[src/rtl/tpr_pkg.sv]
package tpr_pkg;
  localparam int TPR_AGENTS  = 8;
  localparam int TPR_PRIO_W  = 4;
  localparam int TPR_ENTRY_W = 8;
  localparam int TPR_ADDR_W  = 32;
  localparam int TPR_PRIO_LSB = 24;
  localparam int TPR_IDX_LSB  = 20;
  localparam int TPR_EN_BIT   = 31;
endpackage

[src/rtl/tpr_phase_tracker.sv]
module tpr_phase_tracker (
  input  logic clk,
  input  logic rst,
  input  logic first_stb,
  input  logic addr_stb,
  output logic armed,
  output logic wr_go
);
  always_ff @(posedge clk) begin
    if (rst)            armed <= 1'b0;
    else if (first_stb) armed <= 1'b1;
    else if (addr_stb)  armed <= 1'b0;
  end

  assign wr_go = armed & addr_stb & ~first_stb;


  arm_on_first_chk: assert property (@(posedge clk) disable iff (rst)
    first_stb |=> armed);

  disarm_after_write_chk: assert property (@(posedge clk) disable iff (rst)
    wr_go |=> !armed);
endmodule

[src/rtl/tpr_entry_store.sv]
module tpr_entry_store #(
  parameter int N       = 8,
  parameter int PRIO_W  = 4,
  parameter int ENTRY_W = 8,
  localparam int IDX_W  = $clog2(N),
  localparam int RSV_W  = ENTRY_W - 1 - PRIO_W
) (
  input  logic                 clk,
  input  logic                 rst,
  input  logic                 wr_go,
  input  logic [IDX_W-1:0]     wr_idx,
  input  logic [PRIO_W-1:0]    wr_prio,
  input  logic                 wr_dis,
  output logic [N*ENTRY_W-1:0] rb
);
  logic [N-1:0] wr_sel;

  for (genvar k = 0; k < N; k++) begin : g_ent
    logic              dis_q;
    logic [PRIO_W-1:0] prio_q;

    assign wr_sel[k] = wr_go && (wr_idx == IDX_W'(k));

    always_ff @(posedge clk) begin
      if (rst) begin
        dis_q  <= 1'b1;
        prio_q <= '0;
      end else if (wr_sel[k]) begin
        dis_q  <= wr_dis;
        prio_q <= wr_prio;
      end
    end

    assign rb[k*ENTRY_W +: ENTRY_W] = {dis_q, {RSV_W{1'b0}}, prio_q};


    entry_load_chk: assert property (@(posedge clk) disable iff (rst)
      (wr_go && wr_idx == IDX_W'(k)) |=>
        (rb[k*ENTRY_W +: PRIO_W] == $past(wr_prio)) &&
        (rb[k*ENTRY_W + ENTRY_W - 1] == $past(wr_dis)));

    entry_hold_chk: assert property (@(posedge clk) disable iff (rst)
      !(wr_go && wr_idx == IDX_W'(k)) |=> $stable(rb[k*ENTRY_W +: ENTRY_W]));
  end


  single_write_chk: assert property (@(posedge clk) disable iff (rst)
    $onehot0(wr_sel));
endmodule

[src/rtl/tpr_lowest_finder.sv]
module tpr_lowest_finder #(
  parameter int N       = 8,
  parameter int PRIO_W  = 4,
  parameter int ENTRY_W = 8,
  localparam int IDX_W  = $clog2(N)
) (
  input  logic                 clk,
  input  logic                 rst,
  input  logic [N*ENTRY_W-1:0] rb,
  output logic [IDX_W-1:0]     sel_idx,
  output logic                 sel_vld
);
  logic [PRIO_W-1:0] best;

  always_comb begin
    sel_idx = '0;
    sel_vld = 1'b0;
    best    = '1;
    for (int i = 0; i < N; i++) begin
      if (!rb[i*ENTRY_W + ENTRY_W - 1]) begin
        if (!sel_vld || rb[i*ENTRY_W +: PRIO_W] < best) begin
          sel_vld = 1'b1;
          sel_idx = IDX_W'(i);
          best    = rb[i*ENTRY_W +: PRIO_W];
        end
      end
    end
  end


  hint_enabled_chk: assert property (@(posedge clk) disable iff (rst)
    sel_vld |-> !rb[32'(sel_idx)*ENTRY_W + ENTRY_W - 1]);
endmodule

[src/rtl/tpr_bank.sv]
module tpr_bank
  import tpr_pkg::*;
#(
  parameter int N        = TPR_AGENTS,
  parameter int PRIO_W   = TPR_PRIO_W,
  parameter int ENTRY_W  = TPR_ENTRY_W,
  parameter int ADDR_W   = TPR_ADDR_W,
  parameter int PRIO_LSB = TPR_PRIO_LSB,
  parameter int IDX_LSB  = TPR_IDX_LSB,
  parameter int EN_BIT   = TPR_EN_BIT,
  localparam int IDX_W   = $clog2(N)
) (
  input  logic                 clk,
  input  logic                 rst,
  input  logic                 first_stb,
  input  logic                 addr_stb,
  input  logic [ADDR_W-1:0]    addr_n,
  output logic [N*ENTRY_W-1:0] readback,
  output logic [IDX_W-1:0]     hint_idx,
  output logic                 hint_vld
);
  logic              armed, wr_go;
  logic [IDX_W-1:0]  wr_idx;
  logic [PRIO_W-1:0] wr_prio;
  logic              wr_dis;

  // active-low lines: invert each field; inverted enable high => disable flag 0
  assign wr_prio = ~addr_n[PRIO_LSB +: PRIO_W];
  assign wr_idx  = ~addr_n[IDX_LSB +: IDX_W];
  assign wr_dis  = addr_n[EN_BIT];

  tpr_phase_tracker u_trk (
    .clk(clk), .rst(rst), .first_stb(first_stb), .addr_stb(addr_stb),
    .armed(armed), .wr_go(wr_go));

  tpr_entry_store #(.N(N), .PRIO_W(PRIO_W), .ENTRY_W(ENTRY_W)) u_store (
    .clk(clk), .rst(rst), .wr_go(wr_go), .wr_idx(wr_idx),
    .wr_prio(wr_prio), .wr_dis(wr_dis), .rb(readback));

  tpr_lowest_finder #(.N(N), .PRIO_W(PRIO_W), .ENTRY_W(ENTRY_W)) u_find (
    .clk(clk), .rst(rst), .rb(readback), .sel_idx(hint_idx), .sel_vld(hint_vld));


  reset_state_chk: assert property (@(posedge clk)
    rst |=> (readback == {N{8'h80}}) && !hint_vld);

  stray_ignored_chk: assert property (@(posedge clk) disable iff (rst)
    (!armed && addr_stb) |=> $stable(readback));

  first_no_write_chk: assert property (@(posedge clk) disable iff (rst)
    (first_stb && !addr_stb) |=> $stable(readback));
endmodule

[config.mk]
export PLATFORM = sky130hd
export DESIGN_NAME = tpr_bank
export DESIGN_NICKNAME = d
export VERILOG_FILES = /design/src/rtl/tpr_pkg.sv /design/src/rtl/tpr_phase_tracker.sv /design/src/rtl/tpr_entry_store.sv /design/src/rtl/tpr_lowest_finder.sv /design/src/rtl/tpr_bank.sv
export SDC_FILE = /design/constraint.sdc
export NUM_CORES = 1
export LEC_CHECK = 0
export BUFFER_PORTS_ARGS = -buffer_cell sky130_fd_sc_hd__buf_2
export CAP_MARGIN = 20
export CORE_MARGIN = 1
export CORE_UTILIZATION = 50
export DETAILED_ROUTE_END_ITERATION = 16
export GPL_ROUTABILITY_DRIVEN = 0
export HOLD_SLACK_MARGIN = 0.15
export PLACE_DENSITY = 0.78
export SETUP_SLACK_MARGIN = 0.1
export SLEW_MARGIN = 25
export SYNTH_ARGS = -nofsm -noshare
export SYNTH_HDL_FRONTEND = slang
export SYNTH_SLANG_ARGS = --single-unit
[constraint.sdc]
create_clock -name clk -period 42.1 [get_ports clk]
set_clock_uncertainty 0.05 [all_clocks]
set_input_delay 8.42 -clock clk [delete_from_list [all_inputs] [get_ports clk]]
set_output_delay 8.42 -clock clk [all_outputs]
set_load 0.03 [all_outputs]
==> results of run 1 <==
worst max-delay path by stage:
stage	slack, ps	to	cells after the start	from
finish	20460	hint_idx[2]	48	u_store.g_ent[0].dis_q
floorplan	22370	hint_idx[2]	49	u_store.g_ent[0].dis_q
CTS	20640	hint_idx[2]	48	u_store.g_ent[0].dis_q
detailed placement	21030	hint_idx[2]	48	u_store.g_ent[0].dis_q
global route	19540	hint_idx[2]	48	u_store.g_ent[0].dis_q
global placement	21270	hint_idx[2]	48	u_store.g_ent[0].dis_q
layer usage:
metal  vias up  routed length (microns)
met1      1530                     3760
met4         0                      151
met5         -                        0
li1       1556                        -
met3        14                      492
met2       128                     3930
area by class of cell:
type / count / area [sq um] / area share
sequential: 41 / 821 / 0.228
tap: 77 / 96.3 / 0.0268
timing repair buffer: 55 / 275 / 0.0765
multi-input combinational: 331 / 2240 / 0.622
clock inverter: 1 / 30.0 / 0.00835
clock buffer: 7 / 86.3 / 0.0240
inverter: 14 / 52.6 / 0.0146
cell usage in the layout, fill, tap and decap left out, types with 11 or more instances in the layout:
cell / Yosys / layout
ha_1: 11 / 11
buf_2: 0 / 55
a211oi_1: 31 / 31
inv_1: 14 / 14
nor2_1: 61 / 61
dfxtp_1: 41 / 41
a21oi_1: 26 / 26
nand2_1: 18 / 18
o21ai_0: 11 / 11
conb_1: 1 / 24
per-stage QoR:
step           setup slack [ps]  utilization  hold WS [ps]  instances  instance area [sq um]
6_report                  20460        0.563           470        526                   3600
5_1_grt                   19540        0.563           501        526                   3600
4_1_cts                   20640        0.561           479        526                   3580
3_5_place_dp              21030        0.543           458        518                   3470
3_3_place_gp              21270        0.543           432        518                   3470
2_1_floorplan             22370            -           416        435                   3400
flip-flops by register name (all words and copies together), names as in the netlist:
name / count
u_trk.armed: 1
u_store.g_ent.dis_q: 8
u_store.g_ent.prio_q: 32
worst reg2reg max path: cells and delay by family (launching register included):
| kind | cells | cell delay [ps] |
|---|---|---|
| compound gates | 1 | 290 |
| flops | 1 | 350 |
| simple gates | 3 | 1470 |
kinds of logic after synthesis:
group | count (synthesis)
xor+xnor | 2
other cells | 1
compound gates | 137
fa+ha+maj | 12
buf+inv | 63
mux | 11
flops | 41
simple gates | 145
power groups by stage:
stage	clock [mW]	combinational, mW	sequential [mW]
finish	0.0324	0.0115	0.0397
global route	0.0343	0.0124	0.0397
CTS	0.0332	0.0113	0.0397
detailed placement	0	0.0112	0.0406
global placement	0	0.0111	0.0405
floorplan	0	0.0105	0.0408
==> impl_metrics.csv, run 1 <==
group,metric,value,unit
floorplanning,start_util,0.519,
drt,ant_nets,0,
drt,via_count,3228,
drt,wl_per_cell,15.9,microns
synth,synth-xor-area-share,0.00529,
synth,synth_warnings,0,
synth,yosysUniqueCellTypes,78,
timing,drv_slew,0,
worst_setup_path,path_max_fanout,15,
flow_run,maxCapViolations,0,
floorplanning,core,6390,sq um
worst_setup_path,critPathBufInv,3,
worst_setup_path,critPathRequiredTime,33630,ps
drt,drcViolationCount,0,
cells_and_area,num_antenna_cells,0,
worst_setup_path,cpLargestDelayFamily,"compound AO/OA/AOI/OAI gates",
cells_and_area,area_delta_synth_final,8.61,%
synth,syn_area,3310,sq um
worst_setup_path,endpoint_kind,"output port",
timing,tightestPinTransition,977,ps
pwr,fin_total_pwr,0.0836,mW
cts,clkSinkCount,41,
drt,drtIter0Drc,235,
timing,finalCriticalPeriod,21640,ps
floorplanning,die_w,83.4,microns
synth,yosysTopAreaCell,"dfxtp_1",
global_routing,grt_util_met2,0.408,
hold_path,min_from,"u_trk.armed",
synth,ys.flop_type,"dfxtp_1",
global_routing,grt_pass1_wl,14.2,mm
cells_and_area,n_fill_cell,582,
pwr,peakVddDrop,0.0262,mV
drt,drt_wl_total,8.34,mm
global_routing,grt.overflow.total,0,
global_routing,grt_pass1_vias,2992,
cts,cts_setup_buffers,0,
pwr,powerDensity,23.2,nW/um^2
pwr,switching_share,0.264,
synth,yosysSeqAreaShare,0.248,
floorplanning,io_pins,104,
worst_setup_path,worstSetupStartpointType,"flop",
global_routing,met1_usage,0.320,
timing,finalSetupTns,0,ps
hold_path,min_path_type,"reg2reg",
worst_setup_path,rrSetupSlack,39840,ps
cts,clk_pin_slew,80,ps
worst_setup_path,rr_worst_depth,4,
cts,clk_latency,290,ps
synth,synth_mux_area_frac,0.0397,
synth,ys_async_sr_fraction,0,
pwr,comb_power_share,0.137,
timing,grt_setup_unrepaired,"no",
timing,fin_crit_sh,0.514,
synth,yosysMostFrequentCell,"nor2_1",
synth,synth_simple_gate_area_frac,0.222,
cts,cts_tree,"yes",
worst_setup_path,reg2reg_from,"u_trk.armed",
timing,setup_viol,0,
cts,cts-root-buf,"clkbuf_8",
cells_and_area,drive_gt1_frac,0.207,
synth,ys_ff_latch,41,
cts,cts_max_level,2,
timing,final_hold_viol_count,0,
worst_setup_path,cp.arrival,13170,ps
cts,numCtsBuffers,5,
worst_setup_path,cpMaxStageDelayCell,"dfxtp_1",
pwr,p_int,0.0615,mW
worst_setup_path,worstReg2RegEnd,"u_store.g_ent[7].dis_q",
synth,synth_top_area_frac,0.248,
pwr,pwr-share-seq,0.475,
hold_path,min_to,"u_trk.armed",
cts,ctsResizeCount,0,
synth,synth_compound_area_frac,0.332,
status,status,"finished, final reports clean",
timing,fmax,46.2,MHz
synth,avgSynthCellArea,8.04,sq um
global_routing,grt_max_degree,42,
timing,relSlewSlack,0.347,
placed_design,portBuffers,55,
worst_setup_path,path_common_cell,"ha_1",
synth,synthTopCellsByCount,"nor2_1, dfxtp_1, buf_4, a211oi_1, a21oi_1",
synth,synth_edf_count,0,
synth,synth_fa_ha_area_frac,0.0446,
pwr,switchingPower,0.0221,mW
pwr,clockPowerShare,0.388,
cts,clock_path_buffers,2,
synth,netlist_instances,412,
placed_design,place_hpwl,6.23,mm
drt,drtPass1Iterations,4,
cells_and_area,nets,495,
pwr,p_leak,1.54,nW
synth,yosys-top-cells-area,"dfxtp_1, buf_4, a211oi_1, nor2_1, ha_1",
worst_setup_path,max_stage_delay,660,ps
floorplanning,die_y,83.4,microns
global_routing,antenna_found_initial,0,
floorplanning,die_area,6950,sq um
global_routing,grt_util_met3,0.0378,
cts,cts-hold-fix-buffers,0,
synth,synth_top_family_by_area,"compound AO/OA/AOI/OAI gates",
global_routing,top_usage_layer,"met2",
floorplanning,rows,29,
drt,vias_per_cell,6.14,
worst_setup_path,worstSetupPathType,"reg2out",
hold_path,hold_depth,2,
global_routing,grt_util_all_layers,0.246,
Note: power is estimated with default switching activity, not from simulation.
==> run 2: changes to the inputs <==
--- a/config.mk
+++ b/config.mk
@@ -5,6 +5,7 @@
 export SDC_FILE = /design/constraint.sdc
 export NUM_CORES = 1
 export LEC_CHECK = 0
+export ABC_AREA = 1
 export BUFFER_PORTS_ARGS = -buffer_cell sky130_fd_sc_hd__buf_2
 export CAP_MARGIN = 20
 export CORE_MARGIN = 1
@@ -12,7 +13,7 @@
 export DETAILED_ROUTE_END_ITERATION = 16
 export GPL_ROUTABILITY_DRIVEN = 0
 export HOLD_SLACK_MARGIN = 0.15
-export PLACE_DENSITY = 0.78
+export PLACE_DENSITY = 0.81
 export SETUP_SLACK_MARGIN = 0.1
 export SLEW_MARGIN = 25
 export SYNTH_ARGS = -nofsm -noshare
==> constraint.sdc (replaced) <==
create_clock -name clk -period 20.7 [get_ports clk]
set_clock_uncertainty 0.05 [all_clocks]
set_input_delay 4.14 -clock clk [delete_from_list [all_inputs] [get_ports clk]]
set_output_delay 4.14 -clock clk [all_outputs]
set_load 0.03 [all_outputs]
==> run 2 against run 1 <==
First-iteration DRC count decreased by 39%. Setup slack got worse by 12000 ps. Critical path type unchanged. Hold slack worse by 36 ps. Critical endpoint is now hint_idx[0]. Sequential power up 100%. Cell count grew 2.9%. Clock power rose by 110%.
==> impl_metrics.csv, run 2 <==
group,metric,value,unit
timing,setup_ws,8630,ps
worst_setup_path,worstSetupStartpointType,"flop",
floorplanning,io_pins,104,
placed_design,place_hpwl,4.92,mm
pwr,comb_power_share,0.122,
synth,netlist_instances,426,
synth,synth_warnings,0,
worst_setup_path,path_common_cell,"nand2_1",
cts,cts-root-buf,"clkbuf_8",
cells_and_area,finish.utilization,0.590,
synth,ys_ff_latch,41,
cells_and_area,biggestRegsByFlops,"u_store.g_ent.prio_q x32, u_store.g_ent.dis_q x8, u_trk.armed x1",
global_routing,antenna_found_initial,0,
synth,yosysSeqAreaShare,0.293,
worst_setup_path,max_stage_delay,520,ps
placed_design,post-place-ws,9110,ps
floorplanning,core,5240,sq um
pwr,switching_share,0.283,
hold_path,min_path_type,"reg2reg",
drt,top_layer,"met4",
global_routing,grt_max_degree,39,
drt,wl_per_cell,12.4,microns
cts,cts_max_level,2,
timing,relSlewSlack,0.352,
timing,finalSetupTns,0,ps
pwr,clockPowerShare,0.398,
synth,yosysTopAreaCell,"dfxtp_1",
synth,yosys-top-cells-area,"dfxtp_1, nand2_1, buf_4, o21ai_0, inv_1",
synth,ys_async_sr_fraction,0,
worst_setup_path,endpoint_kind,"output port",
synth,syn_area,2800,sq um
synth,synthTopCellsByCount,"nand2_1, inv_1, o21ai_0, dfxtp_1, a21oi_1",
cts,cts_tree,"yes",
cells_and_area,stdcell_count,541,
drt,drt_wl_total,6.70,mm
global_routing,grt.overflow.total,0,
cts,cts-hold-fix-buffers,0,
worst_setup_path,cp.arrival,7880,ps
placed_design,dpl.cell_count,533,
synth,ys.flop_type,"dfxtp_1",
worst_setup_path,rrSetupSlack,19030,ps
cells_and_area,nets,517,
placed_design,portBuffers,55,
cts,numCtsBuffers,5,
cts,clock_path_buffers,2,
timing,setup_viol,0,
cells_and_area,largest_reg_flops,32,
timing,fin_crit_sh,0.583,
timing,fmax,82.9,MHz
hold_path,hold_depth,2,
pwr,peakVddDrop,0.0345,mV
floorplanning,rows,26,
cts,clk_latency,300,ps
cells_and_area,drive_gt1_frac,0.185,
cells_and_area,area_delta_synth_final,10.4,%
cts,clkSinkCount,41,
cells_and_area,num_antenna_cells,0,
pwr,fin_total_pwr,0.167,mW
cts,cts_setup_buffers,0,
drt,m1WireLength,2.94,mm
floorplanning,die_area,5900,sq um
pwr,p_int,0.120,mW
worst_setup_path,rr_worst_depth,6,
cells_and_area,layout_common_cells,"nand2_1, inv_1, buf_2, o21ai_0, dfxtp_1",
cts,ctsResizeCount,0,
drt,met3_length,402,microns
cells_and_area,final_common_cell,"nand2_1",
worst_setup_path,cpMaxStageDelayCell,"dfxtp_1",
cells_and_area,regMostFlops,"u_store.g_ent.prio_q",
flow_run,maxCapViolations,0,
drt,routed-wl-met2,3.16,mm
synth,yosysUniqueCellTypes,22,
timing,final_hold_viol_count,0,
pwr,switchingPower,0.0474,mW
worst_setup_path,worstSetupPathType,"reg2out",
floorplanning,die_y,76.8,microns
synth,synth_edf_count,0,
placed_design,placed_area,2970,sq um
drt,drtIter0Drc,143,
drt,via_count,2763,
pwr,powerDensity,54.2,nW/um^2
synth,synth_top_area_frac,0.293,
drt,drtPass1Iterations,5,
timing,finalCriticalPeriod,12070,ps
synth,avgSynthCellArea,6.57,sq um
worst_setup_path,cpLargestDelayFamily,"simple AND/OR/NAND/NOR gates",
global_routing,grt_util_all_layers,0.242,
floorplanning,die_w,76.8,microns
floorplanning,start_util,0.534,
drt,drcViolationCount,0,
timing,drv_slew,0,
worst_setup_path,path_max_fanout,9,
worst_setup_path,critPathRequiredTime,16510,ps
global_routing,grt_pass1_wl,11.4,mm
worst_setup_path,critPathBufInv,8,
synth,yosysMostFrequentCell,"nand2_1",
cells_and_area,stdcell_area,3090,sq um
drt,ant_nets,0,
global_routing,grt_pass1_vias,2555,
cts,clk_pin_slew,80,ps
worst_setup_path,cp.depth,56,
pwr,p_leak,1.74,nW
timing,grt_setup_unrepaired,"no",
timing,tightestPinTransition,971,ps
status,status,"finished, final reports clean",
drt,vias_per_cell,5.11,
pwr,pwr-share-seq,0.480,
timing,hold_slack,433,ps
==> run 2: worst min-delay path, stage by stage (launching register included) <==
cell and delay (ps):
dfxtp_1 330, nand2_1 70, a21oi_1 50
==> run 2: routing by layer <==
| layer | vias up | GRT usage |
|---|---|---|
| li1 | 1402 | - |
| met1 | 1234 | 0.285 |
| met2 | 106 | 0.427 |
| met3 | 21 | 0.0417 |
| met4 | 0 | 0.108 |
| met5 | - | 0 |
==> run 2: cells by family (layout without fill, tap and decap cells) <==
kind of cell	count (synthesis)	count (layout)	synth area share
buffers and inverters	97	119	0.173
and+or+nand+nor	183	183	0.308
other	1	24	0.00134
DFF	41	41	0.293
adders and majority gates	11	11	0.0492
AOI/OAI and AO/OA	93	93	0.175
==> run 2: layout make-up <==
class	instances	area, sq um
multi-input cells	311	1580
well taps	70	87.6
clock inverters	3	46.3
clock buffers	5	68.8
fillers	530	2150
repair buffers	55	275
flip-flops and latches	41	821
inverters	56	210
==> run 2: worst paths after layout <==
kind	from	end
max	u_store.g_ent[0].dis_q	hint_idx[0]
min	u_trk.armed	u_trk.armed
max reg2reg	u_trk.armed	u_store.g_ent[5].prio_q[3]
min reg2reg	u_trk.armed	u_trk.armed
==> run 2: power by group through the flow <==
stage	Clock, mW	Sequential (mW)	Combinational (mW)
2_1_floorplan	0	0.0831	0.0184
3_3_place_gp	0	0.0821	0.0197
3_5_place_dp	0	0.0822	0.0201
4_1_cts	0.0676	0.0803	0.0202
5_1_grt	0.0711	0.0805	0.0224
6_report	0.0667	0.0803	0.0204
